`src/rtl/ata_tim_pkg.sv`:
```
package ata_tim_pkg;
  localparam int FIELD_W  = 5;
  localparam int REG_W    = 32;
  localparam int USED_W   = 22;
  localparam int PA_LSB   = 0;
  localparam int PR_LSB   = 5;
  localparam int PE_BIT   = 10;
  localparam int MA_LSB   = 11;
  localparam int MR_LSB   = 16;
  localparam int HT_BIT   = 21;

  typedef struct packed {
    logic [FIELD_W-1:0] pio_acc;
    logic [FIELD_W-1:0] pio_rec;
    logic               pio_ext;
    logic [FIELD_W-1:0] dma_acc;
    logic [FIELD_W-1:0] dma_rec;
    logic               half;
  } tim_fields_t;

  typedef enum logic [1:0] {
    ST_IDLE   = 2'd0,
    ST_ACCESS = 2'd1,
    ST_RECOV  = 2'd2
  } seq_state_t;

  function automatic tim_fields_t unpack_word(input logic [USED_W-1:0] w);
    tim_fields_t f;
    f.pio_acc = w[PA_LSB +: FIELD_W];
    f.pio_rec = w[PR_LSB +: FIELD_W];
    f.pio_ext = w[PE_BIT];
    f.dma_acc = w[MA_LSB +: FIELD_W];
    f.dma_rec = w[MR_LSB +: FIELD_W];
    f.half    = w[HT_BIT];
    return f;
  endfunction
endpackage

```
`src/rtl/ata_tim_cfg.sv`:
```
module ata_tim_cfg
  import ata_tim_pkg::*;
(
  input  logic                clk,
  input  logic                rst_n,
  input  logic                wr_en,
  input  logic [REG_W-1:0]    wr_data,
  output logic [REG_W-1:0]    rd_data,
  output tim_fields_t         fields
);
  logic [USED_W-1:0] word_q;

  always_ff @(posedge clk or negedge rst_n) begin
    if (!rst_n)     word_q <= '0;
    else if (wr_en) word_q <= wr_data[USED_W-1:0];
  end

  assign rd_data = {{(REG_W-USED_W){1'b0}}, word_q};
  assign fields  = unpack_word(word_q);
endmodule

```
`src/rtl/ata_tim_calc.sv`:
```
module ata_tim_calc
  import ata_tim_pkg::*;
#(
  parameter int CNT_W         = 7,
  parameter int PIO_OFS_TICKS = 8,
  parameter int DMA_OFS_TICKS = 2
) (
  input  tim_fields_t       fields,
  input  logic              is_dma,
  output logic [CNT_W-1:0]  acc_ticks,
  output logic [CNT_W-1:0]  rec_ticks
);
  logic [CNT_W-1:0] pio_acc_t, pio_rec_t, dma_acc_t, dma_rec_t, acc_raw;

  always_comb begin
    pio_acc_t = CNT_W'(fields.pio_acc) << 1;
    pio_rec_t = (CNT_W'(fields.pio_rec) << 1) + CNT_W'(PIO_OFS_TICKS)
              + (fields.pio_ext ? CNT_W'(2) : CNT_W'(0));
    if (fields.half) begin
      dma_acc_t = (CNT_W'(fields.dma_acc) << 1) + CNT_W'(1);
      dma_rec_t = (CNT_W'(fields.dma_rec) << 1) + CNT_W'(1);
    end else begin
      dma_acc_t = CNT_W'(fields.dma_acc) << 1;
      dma_rec_t = (CNT_W'(fields.dma_rec) << 1) + CNT_W'(DMA_OFS_TICKS);
    end
    acc_raw   = is_dma ? dma_acc_t : pio_acc_t;
    acc_ticks = (acc_raw == '0) ? CNT_W'(1) : acc_raw;
    rec_ticks = is_dma ? dma_rec_t : pio_rec_t;
  end
endmodule

```
`src/rtl/ata_tim_prescale.sv`:
```
module ata_tim_prescale #(
  parameter int TICK_DIV = 1
) (
  input  logic clk,
  input  logic rst_n,
  input  logic restart,
  output logic tick
);
  localparam int PW = (TICK_DIV > 1) ? $clog2(TICK_DIV) : 1;
  logic [PW-1:0] div_q;

  assign tick = (div_q == PW'(TICK_DIV - 1));

  always_ff @(posedge clk or negedge rst_n) begin
    if (!rst_n)              div_q <= '0;
    else if (restart || tick) div_q <= '0;
    else                     div_q <= div_q + PW'(1);
  end
endmodule

```
`src/rtl/ata_tim_seq.sv`:
```
module ata_tim_seq
  import ata_tim_pkg::*;
#(
  parameter int CNT_W  = 7,
  parameter int DATA_W = 16
) (
  input  logic              clk,
  input  logic              rst_n,
  input  logic              tick,
  input  logic              req_valid,
  input  logic              req_is_dma,
  input  logic              req_write,
  input  logic [DATA_W-1:0] req_wdata,
  input  logic [CNT_W-1:0]  acc_ticks,
  input  logic [CNT_W-1:0]  rec_ticks,
  input  logic [DATA_W-1:0] bus_din,
  output logic              req_ready,
  output logic              start,
  output seq_state_t        state,
  output logic              cur_dma,
  output logic              cur_write,
  output logic [DATA_W-1:0] wdata_q,
  output logic [DATA_W-1:0] rdata_q,
  output logic              done
);
  logic [CNT_W-1:0] cnt_q;
  logic [CNT_W-1:0] rec_q;
  logic             last_tick;

  assign req_ready = (state == ST_IDLE);
  assign start     = req_ready && req_valid;
  assign last_tick = tick && (cnt_q == CNT_W'(1));

  always_ff @(posedge clk or negedge rst_n) begin
    if (!rst_n) begin
      state     <= ST_IDLE;
      cnt_q     <= '0;
      rec_q     <= '0;
      cur_dma   <= 1'b0;
      cur_write <= 1'b0;
      wdata_q   <= '0;
      rdata_q   <= '0;
      done      <= 1'b0;
    end else begin
      done <= 1'b0;
      unique case (state)
        ST_IDLE: if (start) begin
          state     <= ST_ACCESS;
          cnt_q     <= acc_ticks;
          rec_q     <= rec_ticks;
          cur_dma   <= req_is_dma;
          cur_write <= req_write;
          wdata_q   <= req_wdata;
        end
        ST_ACCESS: if (last_tick) begin
          state <= ST_RECOV;
          cnt_q <= rec_q;
          if (!cur_write) rdata_q <= bus_din;
        end else if (tick) begin
          cnt_q <= cnt_q - CNT_W'(1);
        end
        ST_RECOV: if (last_tick) begin
          state <= ST_IDLE;
          done  <= 1'b1;
        end else if (tick) begin
          cnt_q <= cnt_q - CNT_W'(1);
        end
        default: state <= ST_IDLE;
      endcase
    end
  end
endmodule

```
`src/rtl/ata_cycle_timer.sv`:
```
module ata_cycle_timer
  import ata_tim_pkg::*;
#(
  parameter int DATA_W        = 16,
  parameter int TICK_DIV      = 1,
  parameter int PIO_OFS_TICKS = 8,
  parameter int DMA_OFS_TICKS = 2
) (
  input  logic              clk,
  input  logic              rst_n,
  input  logic              cfg_wr_en,
  input  logic [31:0]       cfg_wr_data,
  output logic [31:0]       cfg_rdata,
  input  logic              req_valid,
  output logic              req_ready,
  input  logic              req_is_dma,
  input  logic              req_write,
  input  logic [DATA_W-1:0] req_wdata,
  output logic              rsp_done,
  output logic [DATA_W-1:0] rsp_rdata,
  output logic              bus_rd_stb,
  output logic              bus_wr_stb,
  output logic              bus_drive_en,
  output logic              bus_is_dma,
  output logic [DATA_W-1:0] bus_dout,
  input  logic [DATA_W-1:0] bus_din
);
  localparam int MAX_TICKS = 2 * (2 ** FIELD_W) + PIO_OFS_TICKS + DMA_OFS_TICKS + 4;
  localparam int CNT_W     = $clog2(MAX_TICKS);

  tim_fields_t      fields;
  logic [CNT_W-1:0] acc_ticks, rec_ticks;
  logic             tick, start, cur_dma, cur_write, busy;
  seq_state_t       state;

  ata_tim_cfg u_cfg (
    .clk(clk), .rst_n(rst_n), .wr_en(cfg_wr_en), .wr_data(cfg_wr_data),
    .rd_data(cfg_rdata), .fields(fields)
  );

  ata_tim_calc #(.CNT_W(CNT_W), .PIO_OFS_TICKS(PIO_OFS_TICKS), .DMA_OFS_TICKS(DMA_OFS_TICKS)) u_calc (
    .fields(fields), .is_dma(req_is_dma), .acc_ticks(acc_ticks), .rec_ticks(rec_ticks)
  );

  ata_tim_prescale #(.TICK_DIV(TICK_DIV)) u_pre (
    .clk(clk), .rst_n(rst_n), .restart(start), .tick(tick)
  );

  ata_tim_seq #(.CNT_W(CNT_W), .DATA_W(DATA_W)) u_seq (
    .clk(clk), .rst_n(rst_n), .tick(tick), .req_valid(req_valid),
    .req_is_dma(req_is_dma), .req_write(req_write), .req_wdata(req_wdata),
    .acc_ticks(acc_ticks), .rec_ticks(rec_ticks), .bus_din(bus_din),
    .req_ready(req_ready), .start(start), .state(state), .cur_dma(cur_dma),
    .cur_write(cur_write), .wdata_q(bus_dout), .rdata_q(rsp_rdata), .done(rsp_done)
  );

  assign busy         = (state != ST_IDLE);
  assign bus_rd_stb   = (state == ST_ACCESS) && !cur_write;
  assign bus_wr_stb   = (state == ST_ACCESS) &&  cur_write;
  assign bus_drive_en = busy && cur_write;
  assign bus_is_dma   = busy && cur_dma;
endmodule

```
`config.mk`:
```
export PLATFORM = sky130hd
export DESIGN_NAME = ata_cycle_timer
export DESIGN_NICKNAME = d
export VERILOG_FILES = /design/src/rtl/ata_tim_pkg.sv /design/src/rtl/ata_tim_cfg.sv /design/src/rtl/ata_tim_calc.sv /design/src/rtl/ata_tim_prescale.sv /design/src/rtl/ata_tim_seq.sv /design/src/rtl/ata_cycle_timer.sv
export SDC_FILE = /design/constraint.sdc
export NUM_CORES = 1
export LEC_CHECK = 0
export BUFFER_PORTS_ARGS = -buffer_cell sky130_fd_sc_hd__buf_4
export CAP_MARGIN = 20
export CORE_UTILIZATION = 54
export CTS_CLUSTER_SIZE = 10
export DETAILED_ROUTE_END_ITERATION = 8
export PLACE_DENSITY_LB_ADDON = 0.25
export SLEW_MARGIN = 10
export SYNTH_ARGS = -nofsm -noshare
export SYNTH_HDL_FRONTEND = slang
export SYNTH_HIERARCHICAL = 1
export SYNTH_SLANG_ARGS = --single-unit
```
`constraint.sdc`:
```
create_clock -name clk -period 5.05 [get_ports clk]
set_clock_uncertainty 0.15 [all_clocks]
set_input_delay 0.505 -clock clk [delete_from_list [all_inputs] [get_ports clk]]
set_output_delay 0.505 -clock clk [all_outputs]
set_load 0.02 [all_outputs]
```
[Word level (Yosys, flattened, before mapping)]
Cells that the tools add are included.
Operators by class
  eq/ne operators: 7
  multiplexer cells: 18
  reductions and logical operators: 16
  add/subtract/negate cells: 7
  bitwise operators: 2
Operators with widths (number)
  $mux 7: 9
  $pmux 7 s3: 1
  $add 6x1->7 const B: 2
  $reduce_and 3->1: 3
  $mux 2: 4
  $add 6x2->7 const B: 1
  $add 6x4->7 const B: 1
  $add 7x7->7: 1
  $eq 7x1->1 const B: 1
  $logic_not 7->1: 1
  $sub 7x1->7 const B: 1
  $logic_and 1x1->1: 6
  $pmux 2 s3: 1
  $ne 2x1->1 const B: 2
  $ne 2x2->1 const B: 2
  $mux 1: 3
  $reduce_bool 3->1: 1
  $eq 2x1->1 const B: 1
  $eq 2x2->1 const B: 1
  $logic_not 2->1: 1
  $not 1->1: 2
  $reduce_and 2->1: 1
  $reduce_bool 2->1: 1
  $add 1x1->1 const B: 1
  other kinds (2): 2
Storage, ports and cells
  bits in registers: 74
  bits of input ports: 70
  output and inout port bits: 70

[Logic depth before layout (Yosys ltp)]
Gate-level depths: netlist of run 1.
  word-level depth: 7
  mapped depth: 8

[Cells and area by module]
The synthesis of run 1 kept the hierarchy.
By module, submodules not included
  ata_tim_seq: seq. area each 1276.2 um^2, cells each 192, instances 1, area an instance 2393.5 um^2
  ata_tim_cfg: seq. area each 550.5 um^2, cells each 79, instances 1, area an instance 1064.8 um^2
  ata_tim_calc: seq. area each 0.0 um^2, cells each 38, instances 1, area an instance 321.6 um^2
  ata_cycle_timer: seq. area each 0.0 um^2, cells each 4, instances 1, area an instance 36.3 um^2
  ata_tim_prescale: seq. area each 25.0 um^2, cells each 3, instances 1, area an instance 32.5 um^2

[Worst setup path before layout of run 1]
Ideal clock, no wire load.
  path type: in2reg
  start point: in req_is_dma
  end point: reg u_seq.cnt_q[0]
  data required time: 4799 ps
  slack: 2917 ps
  stages on the path: 8
  path buffers: 1
  arrival: 1882 ps
  cell sequence: buf_6 -> mux2_4 -> or4_1 -> o21bai_1 -> nor2_1 -> o22ai_1 -> a21oi_1 -> o32ai_1
Between the ends
  word-level cells in the longest chain between the ends: 5
Ends and longest elaborated chain
  start: declaration: RTL line ata_cycle_timer.sv:16  | input logic req_is_dma,
  $mux 7 (*): RTL line ata_tim_calc.sv:26  | acc_raw = is_dma ? dma_acc_t : pio_acc_t;
  $logic_not 7->1: RTL line ata_tim_calc.sv:27  | acc_ticks = (acc_raw == '0) ? CNT_W'(1) : acc_raw;
  $mux 7 (*): RTL line ata_tim_calc.sv:27
  named net acc_ticks[0]: RTL line ata_cycle_timer.sv:32  | logic [CNT_W-1:0] acc_ticks, rec_ticks;
  $mux 7 (*): RTL line ata_tim_seq.sv:47  | ST_IDLE: if (start) begin
  $pmux 7 s3 (*): RTL line ata_tim_seq.sv:46  | unique case (state)
  end signal: assignment: RTL line ata_tim_seq.sv:49  | cnt_q <= acc_ticks;
  end signal: assignment: RTL line ata_tim_seq.sv:57  | cnt_q <= rec_q;
  end signal: assignment: RTL line ata_tim_seq.sv:60  | cnt_q <= cnt_q - CNT_W'(1);
  end: declaration: RTL line ata_tim_seq.sv:26  | logic [CNT_W-1:0] cnt_q;
The timed path passes the listed nets; every way through them passes the cells marked *. The select of a mux whose other input is x is not followed.
A chain may end at the register's enable or synchronous reset.

[Worst setup path after layout of run 1]
  start point: reg u_seq.state[1]
  end point: reg u_seq.rdata_q[13]
Between the ends
  word-level cells in the longest chain between the ends: 2
Ends and longest elaborated chain
  start: declaration: RTL line ata_tim_seq.sv:19  | output seq_state_t state,
  start signal: assignment: RTL line ata_tim_seq.sv:36  | state <= ST_IDLE;
  start signal: assignment: RTL line ata_tim_seq.sv:48  | state <= ST_ACCESS;
  start signal: assignment: RTL line ata_tim_seq.sv:56  | state <= ST_RECOV;
  $eq 2x1->1: RTL line ata_tim_seq.sv:46
  $reduce_and 3->1 (no source line)
  end signal: assignment: RTL line ata_tim_seq.sv:58  | if (!cur_write) rdata_q <= bus_din;
  end: declaration: RTL line ata_tim_seq.sv:23  | output logic [DATA_W-1:0] rdata_q,
No other way between the ends.

==> run summary, run 1 <==
The area growth from synthesis to layout is 24.3%. The gate count after technology mapping was 316. The final-layout fill cell count is 539. The quantity of hold-fixing buffers added after cts is 0.

Summed over all cells, the static leakage comes to 2.31 nW. STA classifies the critical path startpoint as a register. At the pin with the least slew margin, the transition time is 1010 ps.

In the post-route analysis, the smallest setup slack over all paths is 2560 ps. The register area share after synthesis came out at 48.1%. The max-slew violation total from the final report was 0; the fraction of synthesis flops using an asynchronous set or reset pin was 100%.

Before CTS, the worst setup slack after placement is 2570 ps. After synthesis, the mean cell area works out to 12.2 µm². The final hold violation count is 0. TritonCTS built the clock tree. Across the whole layout, storage elements account for 1850 µm². The number of failing setup endpoints in the final timing report was 0; the iteration count of the initial detailed-routing pass was 4.

Time the worst path needs with I/O delays and setup: 2490 ps. In this run the worst hold path is classified as in -> async. Derived from the worst setup path, the maximum achievable clock frequency is 401 MHz. The number of antenna violations at the first check in global routing came out at 0. The run gives 56.3% as the initial core utilization. The buffer cell driving the clock tree root was clkbuf_8. The power density over the cells works out to 512 nW/µm². At the end of the flow, the number of nets in the layout was 490. The tools report the final weighted congestion in routability-driven placement as 0.886. The run gives 12200 µm as the first-pass GRT wire length. The count of standard-cell rows was 30; the via count normalized by instance count was 5.22. The most instantiated flip-flop cell in the synthesis netlist was dfrtp_1. Across the VDD grid, the largest voltage drop is 338 µV. The leading cell type in the layout, fill and taps excluded was buf_4. The number of global-route vias before repair is 2716, and the number of H-tree branching levels is 3.

Measured along the y axis, the die boundary spans 86.4 µm. Counting along the longest clock path gives a buffer depth of 2. STA puts the critical path data arrival time at 2570 ps.

After routing the design area is 4780 µm². STA classifies the critical path endpoint as a register. Post-detailed-placement cell area: 4560 µm².

The tools report the total negative slack for setup checks as 0 ps. Detailed-route via count: 2673. Global routing finished with a remaining overflow of 0. The post-cts resize count came out at 0. The final layout contains routed wiring with a total length of 7480 µm.

Clock tree synthesis found a total of 74 sinks. The later-pin clock latency in the skew report is 340 ps. Number of DRC violations after detailed-routing iteration 0: 164.

The setup path with the least slack is of type reg -> reg. For the unique cell type count in the Yosys netlist, the log shows 50. The logs give 0 for the total DRC errors in the routed layout and 0 for the number of maximum-capacitance violations. Along the worst path, the maximum fanout reaches 16. Number of placed I/O pins: 140.

Dividing the detail-routed wire length by the instance count gives 14.6 µm. During placement, the flow inserted port buffers numbering 119. Setup repair after global routing left no endpoint under its margin. After legalization and detailed placement, the total HPWL measured 5410 µm.

The area used by multi-input combinational logic is 1640 µm², and the combined area of all synthesized cells is 3850 µm². In this run, synthesis produced a sequential element count of 74. Global routing usage summed across all routing layers: 21.0%.

The required time of the critical path was 5130 ps; the floorplan core area was 6830 µm². In this run, synthesis inferred 0 flip-flops with an integrated enable. Measured along the x axis, the die boundary spans 86.4 µm. Leaving out fill and tap cells, the most frequent cells in the layout are buf_4, dfrtp_1, mux2_2. The tools report the tightest slew margin relative to the limit as 32.8%.

The run gives 0 as the number of antenna cells inserted. Number of warning messages in the yosys log: 6. The worst path uses 49.3% of the clock period. After clock tree synthesis, the clock-pin slew on the worst setup and hold paths is 80 ps.

The tools report the CTS buffer count as 9. Entering global routing, the biggest net connects 75 pins. The floorplan step defined a die boundary enclosing 7470 µm². Cells with a size suffix above 1 make up 50.0% of the layout.

The flow ran to the end, and the final reports show no timing, DRC or antenna violations. Number of antenna-violating nets in the routed design: 0. Buffers added to address setup during post-CTS repair amount to 0.
stage by stage:
step | hold WS, ps | std cells | utilization, % | total power (W)
2_1_floorplan | 59.4 | 325 | - | 0.00160
3_3_place_gp | 340 | 496 | 66.8 | 0.00192
3_5_place_dp | 344 | 496 | 66.8 | 0.00195
4_1_cts | 183 | 512 | 70.0 | 0.00247
5_1_grt | 217 | 512 | 70.0 | 0.00259
6_report | 135 | 512 | 70.0 | 0.00245
cells in the mapped netlist, types with 3 or more instances:
master	instances	area, µm²
dfrtp_1	74	1850
mux2_2	65	732
buf_4	33	248
inv_1	16	60.1
a21oi_1	14	70.1
nor2_1	14	52.6
ha_1	9	113
nand2_1	6	22.5
o21ai_0	6	30.0
a221oi_1	4	35.0
clkbuf_1	4	15.0
o22ai_1	4	25.0
o32ai_1	4	35.0
xor2_1	4	35.0
buf_6	3	33.8
conb_1	3	11.3
mux2i_1	3	30.0
nand4b_1	3	26.3
nor4_1	3	18.8
o31ai_1	3	22.5
xnor2_1	3	26.3
layer usage:
layer	track usage [%]	vias up	routed length [µm]
li1	-	1265	-
met1	26.0	1310	3140
met2	35.0	88	3830
met3	5.43	10	415
met4	9.24	0	101
met5	0	-	0
final timing paths:
check	slack, ps	end	from	cells past startpoint
max	2560	u_seq/rdata_q[13]	u_seq/state[1]	5
min	130	u_cfg/word_q[7]	rst_n	1
max reg2reg	2560	u_seq/rdata_q[13]	u_seq/state[1]	5
min reg2reg	360	u_seq/cur_dma	u_seq/cur_dma	1
max in group asynchronous	4000	u_seq/state[0]	rst_n	1
min in group clk	240	u_seq/wdata_q[4]	req_wdata[4]	2
cell families (layout without fill, tap and decap cells):
kind of cell	count (synthesis)	in the layout	share of synthesized area, %
and+or+nand+nor	45	45	7.25
AOI/OAI and AO/OA	48	48	9.01
other	3	12	0.293
adders and majority gates	9	9	2.93
xor gates and xnor gates	7	7	1.59
muxes	70	70	20.6
DFF	74	74	48.1
buffers and inverters	60	151	10.2
final cells by class:
type | instances | area share, %
sequential | 74 | 38.7
multi-input combinational | 191 | 34.2
timing repair buffer | 119 | 18.7
clock buffer | 9 | 2.59
tap | 96 | 2.51
clock inverter | 7 | 2.07
inverter | 16 | 1.26
report_power, final:
| group | switching (W) | internal, W |
|---|---|---|
| sequential | 0.000146 | 0.000779 |
| clock | 0.000230 | 0.000282 |
| combinational | 0.000530 | 0.000483 |
flip-flops by register name, indices dropped and copies added (netlist names):
name and flops:
u_seq/state 2, u_cfg/word_q 22, u_pre/div_q 1, u_seq/rdata_q 16, u_seq/wdata_q 16, u_seq/cnt_q 7
u_seq/rec_q 7, u_seq/cur_dma 1, u_seq/cur_write 1, u_seq/done 1
critical path, stage by stage, from the launching register on:
cell and delay (ps):
dfrtp_1 480, inv_1 120, ha_1 200, nand4b_1 300, nor3_4 700, mux2_2 420
No activity file was read; power rests on OpenSTA's default activity.
==> run 2: changes to the inputs <==
Settings changed: ABC_AREA set to 1, CORE_UTILIZATION 54 to 46.
Clock period 5.05 ns to 2.2 ns, I/O delays scaled along.
==> run 2 against run 1 <==
Compared with the run above: setup slack got worse by 2300 ps; area after synthesis is 4.2% higher; synthesized cell count grew 69%; wire length up 30%; sequential share of layout area fell by 5.1 points; critical path type is now reg -> out; critical endpoint is now bus_drive_en.
==> run summary, run 2 <==
The logs give 0 (unchanged) for the number of maximum-capacitance violations and 350 ps (was 340 ps) for the later-pin clock latency in the skew report. The number of flip-flops in the largest register was 22 (unchanged). The number of DRC violations after detailed-routing iteration 0 is 162 (was 164). The post-synthesis cell type with the largest combined area was dfrtp_1 (unchanged). The logs give 38.6% (was 32.8%) for the tightest slew margin relative to the limit and 6370 µm (was 5410 µm) for the total half-perimeter wirelength after legalization and detailed placement. The total global routing overflow was 0 (unchanged); the final weighted congestion in routability-driven placement was 0.825 (was 0.886). The net switching power was 0.00235 W (was 0.000906 W).

Power density over the cells: 1060 nW/µm² (was 512 nW/µm²). The tools report the beginning of the worst hold path as req_is_dma. The leading cell type in the layout, fill and taps excluded is nand2_1 (was buf_4).

The logs give 0 ps (unchanged) for the total negative slack for setup checks and 0.00350 W (was 0.00154 W) for the cell-internal power. Total DRC errors in the routed layout: 0 (unchanged). The cell class contributing the biggest share of worst-path delay was flip-flops (was simple AND/OR/NAND/NOR gates). Cells along the critical path: inv_1 > nor2_1 > buf_4 (was inv_1 > ha_1 > nand4b_1 > nor3_4 > mux2_2).

The end-of-flow core utilization came out at 66.0% (was 70.0%). For the number of warning messages in the yosys log, the log shows 6 (unchanged). The fraction of power spent switching nets is 40.2% (was 37.0%), and the maximum single-stage delay on the critical path is 790 ps (was 700 ps).

Setup repair after global routing left no endpoint under its margin. The unique cell type count in the Yosys netlist was 24 (was 50); the part of the power in the clock network was 19.8% (was 20.9%). The logs give 75 (unchanged) for the maximum number of pins on one net before global-route repair and 514 MHz for the fmax.

Reg-to-reg startpoint: u_seq/state[1] (unchanged). Cells taking the most area after synthesis: dfrtp_1, nand2_1, buf_4 (was dfrtp_1, mux2_2, buf_4). The iteration count of the initial detailed-routing pass is 5 (was 4), and the relative contribution of combinational cells to total power is 43.0% (was 41.3%). The count of standard-cell rows is 33 (was 30), and the number of input and output port buffers inserted is 119 (unchanged).

Via count normalized by instance count: 4.72 (was 5.22). The total of flip-flops plus latches after synthesis works out to 74 (unchanged). The final hold violation count came out at 0 (unchanged). The fraction of power consumed by sequential logic is 37.2% (was 37.8%). Classification of the worst-slack hold path: in -> reg (was in -> async).

The clock input transition at the sequential cells of the worst setup and hold paths came out at 70 ps (was 80 ps). Number of antenna-violating nets in the routed design: 0 (unchanged). The first element of the critical path was u_seq/cur_write (was u_seq/state[1]). The tools report the post-CTS repair timing setup buffer count as 0 (unchanged). The most instantiated flip-flop cell in the synthesis netlist is dfrtp_1 (unchanged). The number of placed I/O pins is 140 (unchanged). Leading registers by flop count: u_cfg/word_q x22, u_seq/rdata_q x16, u_seq/wdata_q x16 (unchanged). The chip width was 95.4 µm (was 86.4 µm). Floorplan core area: 8340 µm² (was 6830 µm²). The detailed-route via count was 3739 (was 2673). The number of enable-type register cells in the synthesized netlist was 0 (unchanged); the arrival time at the worst endpoint was 1580 ps (was 2570 ps). The cell with the biggest individual delay on the critical path is dfrtp_1 (was nor3_4).

Most common cell in the netlist: nand2_1 (was dfrtp_1). The gate count after technology mapping was 533 (was 316). The number of buffer and inverter stages on the critical path was 2 (was 1); the worst setup slack before clock tree synthesis was 397 ps (was 2570 ps). The number of antenna cells inserted is 0 (unchanged). The average routed wire per standard cell was 12.3 µm (was 14.6 µm); the share of the synthesized area in the top cell type was 46.2% (was 48.1%). The tools report the combined area of all synthesized cells as 4010 µm² (was 3850 µm²).

The run gives 762 (was 490) as the post-layout net count. The number of global-route vias before repair is 3631 (was 2716). The run finished with clean final reports.

Share of layout cells above drive strength 1: 22.0% (was 50.0%). The category of the critical setup timing path was reg -> out (was reg -> reg). The smallest clock period supported by the final layout is computed as 1950 ps.

The post-cts resize count was 0 (unchanged); the CTS sink count was 74 (unchanged). The floorplan die area was 9100 µm² (was 7470 µm²); the final wirelength was 9700 µm (was 7480 µm). Maximum fanout encountered on the critical timing path: 20 (was 16). Most frequent cells after synthesis: nand2_1, dfrtp_1, buf_4, inv_1, nor2_1 (was dfrtp_1, mux2_2, buf_4, inv_1). The final critical path takes up 88.5% of the cycle. The register area share after synthesis came out at 46.2% (was 48.1%).

The max-slew violation total from the final report was 0 (unchanged). The vertical extent of the die is 95.4 µm (was 86.4 µm), and the layout-stage area growth over the synthesis result is 37.3% (was 24.3%). The buffer cell driving the clock tree root was clkbuf_8 (unchanged). The post-synthesis average cell area was 7.52 µm² (was 12.2 µm²). The quantity of hold-fixing buffers added after cts is 56 (was 0). The tools report the initial core utilization as 48.1% (was 56.3%). The tools report the category of the worst setup path launch point as a register (unchanged). The clock tree buffer depth came out at 2 (unchanged). The CTS buffer count is 9 (unchanged). The run gives 16200 µm (was 12200 µm) as the first-pass GRT wire length.

TritonCTS built the clock tree. The logs give 253 ps (was 2560 ps) for the setup slack after layout and 3 (unchanged) for the number of H-tree branching levels. The required time of the critical path was 1830 ps (was 5130 ps). Commonest cells after routing, fill and taps aside: nand2_1, buf_4, dfrtp_1 (was buf_4, dfrtp_1, mux2_2).

Slew of the pin with the lowest slew margin: 922 ps (was 1010 ps). The peak ir drop on the vdd network is 849 µV (was 338 µV). The run gives 0 (unchanged) as the number of failing setup endpoints in the final timing report. The global routing usage summed across all routing layers was 23.1% (was 21.0%); the fraction of synthesis flops using an asynchronous set or reset pin was 100% (unchanged). The critical path endpoint category was a primary output (was a register). Static leakage: 2.97 nW (was 2.31 nW). The tools report the number of antenna violations at the first check in global routing as 0 (unchanged). The register with the most flip-flops is u_cfg/word_q (unchanged).
-- run 2: changes by cell type after synthesis, moves of 14 or more --
cell / before / now
nand2_1: 6 / 260
mux2_2: 65 / 0
nor2_1: 14 / 35
inv_1: 16 / 36
o21ai_0: 6 / 23
nand3_1: 1 / 16
a21oi_1: 14 / 0
-- run 2: worst register-to-register path: cells and delay by family (launching register included) --
family | cells | cell delay [ps]
adders and majority gates | 1 | 420
and+or+nand+nor | 4 | 680
buffers and inverters | 1 | 120
DFF | 1 | 430
-- run 2: worst paths after layout --
check	end	slack [ps]	cells after the start
setup reg to reg	u_seq/rdata_q[1]	340	6
hold / removal	u_seq/cur_dma	40	3
min in group asynchronous	u_seq/rdata_q[14]	380	2
setup / recovery	bus_drive_en	250	3
max in group asynchronous	u_cfg/word_q[15]	910	2
hold reg to reg	u_seq/rec_q[2]	340	2
-- run 2: power groups by stage --
| stage | Combinational, W | Sequential [W] | Clock, W |
|---|---|---|---|
| after floorplan | 0.00131 | 0.00244 | 0 |
| after global placement | 0.00237 | 0.00218 | 0 |
| after detailed placement | 0.00243 | 0.00220 | 0 |
| after CTS | 0.00252 | 0.00218 | 0.00119 |
| after global routing | 0.00282 | 0.00225 | 0.00125 |
| final | 0.00251 | 0.00218 | 0.00116 |
-- run 2: metal layers --
metal  global-route usage (%)  routed length, µm  vias up
met3                     4.47                451       23
met1                     27.9               4200     1718
met5                        0                  0        -
met4                     10.7                245        0
li1                         -                  -     1875
met2                     39.6               4800      123
-- run 2: cell families after synthesis --
| family | count (synthesis) | share of synthesized area [%] |
|---|---|---|
| flops | 74 | 46.2 |
| fa+ha+maj | 9 | 2.81 |
| simple gates | 326 | 33.0 |
| buf+inv | 88 | 12.9 |
| other cells | 3 | 0.281 |
| compound gates | 29 | 3.90 |
| xor+xnor | 4 | 0.874 |
-- run 2: stage by stage --
stage | hold slack, ps | instance area, µm² | cells | total power, W
2_1_floorplan | -226 | 4040 | 542 | 0.00375
4_1_cts | 23.4 | 5510 | 792 | 0.00588
3_5_place_dp | 269 | 4730 | 721 | 0.00463
3_3_place_gp | 258 | 4730 | 721 | 0.00455
5_1_grt | 30.8 | 5510 | 792 | 0.00632
6_report | 36.6 | 5510 | 792 | 0.00585
-- run 2: area by class of cell --
type / count / area (µm²)
repair buffers: 179 / 1480
flip-flops and latches: 74 / 1850
multi-input cells: 380 / 1670
clock buffers: 11 / 141
clock inverters: 4 / 76.3
well taps: 105 / 131
inverters: 39 / 146
fillers: 682 / 2840
==> run 3: changes to the inputs <==
Settings changed: CORE_UTILIZATION 46 to 45, RECOVER_POWER set to 25.
==> run 3 against run 2 <==
Compared with the run above: setup slack better by 21 ps; critical endpoint is now bus_wr_stb; die area is 2.2% higher; global-route usage fell by 1.8 points; power fell by 1.7%; final cell count grew 0.51%; critical path depth stayed put; largest power group unchanged; wire length shrank 1.7%; clock power shrank 9%; combinational power is essentially flat.
==> run summary, run 3 (synthesis results as in run 2) <==
The tools report the buffer cell driving the clock tree root as clkbuf_8 (unchanged). Capturing point of the worst reg2reg path: u_seq/rdata_q[3] (was u_seq/rdata_q[1]). The met1 routed wirelength after detailed routing is 4080 µm (was 4200 µm). The run gives 350 ps (was 340 ps) as the slack of the worst reg-to-reg path. The run gives 350 ps (about the same) as the later-pin clock latency in the skew report. The final worst-path cycle share works out to 87.6% (was 88.5%).

The CTS buffer count was 9 (unchanged). The logs give 9290 µm² (was 9100 µm²) for the floorplan die area and 5990 µm (was 6370 µm) for the total half-perimeter wirelength after legalization and detailed placement. The worst hold endpoint was u_cfg/word_q[10] (was u_seq/cur_dma). Final wirelength: 9540 µm (was 9700 µm). The total DRC errors in the routed layout was 0 (unchanged); the iteration count of the initial detailed-routing pass was 4 (was 5). The tools report the reg-to-reg startpoint as u_seq/state[1] (unchanged). The cell count of the worst hold path was 3 (unchanged); the chip width was 96.4 µm (was 95.4 µm). The first-pass GRT wire length is 15100 µm (was 16200 µm), and the clock tree buffer depth is 2 (unchanged). The total instance count after detailed placement came out at 724 (was 721). The max-slew violation total from the final report is 0 (unchanged), and the arrival time at the worst endpoint is 1560 ps (was 1580 ps).

The tools report the maximum number of pins on one net before global-route repair as 75 (unchanged). For the number of antenna cells inserted, the log shows 0 (unchanged). Detailed-route via count: 3700 (was 3739). Uppermost layer routed: met4 (unchanged). The run gives 34 (was 33) as the count of standard-cell rows. The initial core utilization was 46.2% (was 48.1%); the maximum fanout encountered on the critical timing path was 20 (unchanged). The run gives 519 MHz (was 514 MHz) as the fmax. The category of the worst setup path launch point was a register (unchanged). Commonest cells after routing, fill and taps aside: nand2_1, buf_4, dfrtp_1 (unchanged). The logic depth of the worst register-to-register path was 6 (unchanged). The final weighted congestion in routability-driven placement came out at 0.782 (was 0.825).

The end-of-flow core utilization is 63.2% (was 66.0%), and the total met3 wirelength after detailed routing is 558 µm (was 451 µm). The number of DRC violations after detailed-routing iteration 0 was 135 (was 162). Critical path endpoint category: a primary output (unchanged). The tools report the global routing usage summed across all routing layers as 21.3% (was 23.1%). The share of layout cells above drive strength 1 came out at 21.9% (was 22.0%).

The logs give 0 (unchanged) for the post-cts resize count and 414 µV (was 849 µV) for the peak ir drop on the vdd network. Category of the critical setup timing path: reg -> out (unchanged). The static leakage is 2.95 nW (was 2.97 nW). The filler-free cell count of the finished design is 796 (was 792), and the number of input and output port buffers inserted is 119 (unchanged). The floorplan core area is 8680 µm² (was 8340 µm²), and the average routed wire per standard cell is 12.0 µm (was 12.3 µm). The number of antenna-violating nets in the routed design was 0 (unchanged); the number of failing setup endpoints in the final timing report was 0 (unchanged). The time the worst path needs with I/O delays and setup is 1930 ps (was 1950 ps), and the slew of the pin with the lowest slew margin is 1000 ps (was 922 ps). The via count normalized by instance count came out at 4.65 (was 4.72).

Post-layout net count: 762 (unchanged). The register with the most flip-flops is u_cfg/word_q (unchanged). The leading cell type in the layout, fill and taps excluded was nand2_1 (unchanged). Tightest slew margin relative to the limit: 33.3% (was 38.6%). For the total negative slack for setup checks, the log shows 0 ps (unchanged). The clock input transition at the sequential cells of the worst setup and hold paths came out at 80 ps (was 70 ps).

The run gives 3 (unchanged) as the number of H-tree branching levels. The flow ran to the end, and the final reports show no timing, DRC or antenna violations. The tools report the final total power as 0.00575 W (was 0.00585 W).

The number of antenna violations at the first check in global routing is 0 (unchanged), and the number of maximum-capacitance violations is 0 (unchanged). The classification of the worst-slack hold path is in -> reg (unchanged). CTS sink count: 74 (unchanged).

TritonCTS built the clock tree. The required time of the critical path came out at 1830 ps (about the same). The tools report the beginning of the worst hold path as cfg_wr_en (was req_is_dma).

Leading registers by flop count: u_cfg/word_q x22, u_seq/rdata_q x16, u_seq/wdata_q x16 (unchanged). For the final hold violation count, the log shows 0 (unchanged). The power density over the cells is 1050 nW/µm² (was 1060 nW/µm²), and the number of global-route vias before repair is 3432 (was 3631). The run gives 0 (unchanged) as the total global routing overflow. The layout-stage area growth over the synthesis result is 36.8% (was 37.3%). Setup repair after global routing left no endpoint under its margin. The first element of the critical path was u_seq/cur_write (unchanged).

Number of placed I/O pins: 140 (unchanged). The number of flip-flops in the largest register was 22 (unchanged). The vertical extent of the die works out to 96.4 µm (was 95.4 µm). For the length of routed met2 wiring, the log shows 4700 µm (was 4800 µm).
[run 3: power breakdown]
| part | switching, W | total [W] | internal [W] |
|---|---|---|---|
| combinational | 0.00149 | 0.00251 | 0.00101 |
| sequential | 0.000374 | 0.00218 | 0.00181 |
| clock | 0.000528 | 0.00106 | 0.000533 |
| total | 0.00240 | 0.00575 | 0.00336 |
[run 3: worst max-delay path by stage]
stage / end / slack [ps] / cells past startpoint
3_3_place_gp: u_seq/rdata_q[9] / 430 / 8
2_1_floorplan: u_seq/wdata_q[10] / 430 / 7
6_report: bus_wr_stb / 270 / 3
4_1_cts: bus_wr_stb / 270 / 3
3_5_place_dp: u_seq/rdata_q[7] / 380 / 8
5_1_grt: bus_wr_stb / 130 / 3
[run 3: per-layer routing]
layer,vias to the layer above,track usage (%)
met4,0,10.7
met2,116,35.9
met3,18,5.01
li1,1879,-
met1,1687,25.5
met5,-,0
[run 3: area by class of cell]
type	count	area (µm²)
Clock inverter	5	63.8
Fill cell	722	3190
Tap cell	108	135
Inverter	39	146
Multi-Input combinational cell	380	1670
Sequential cell	74	1850
Timing Repair Buffer	179	1480
Clock buffer	11	131
[run 3: what timing repair did]
action | CTS | global route
hold buffers | 56 | 0
endpoints found under the hold margin | 129 | 0
setup buffers | 0 | 0
[run 3: critical path: stages (launching register included)]
cell     delay [ps]
dfrtp_1         790
inv_1           130
nor2_1          140
buf_4           150
[run 3: stage by stage]
step	setup slack (ps)	instance area (µm²)	hold WS, ps
floorplan	433	4040	-226
global placement	431	4740	114
detailed placement	378	4740	119
CTS	266	5500	38.6
global route	126	5490	42.7
finish	274	5490	56.7
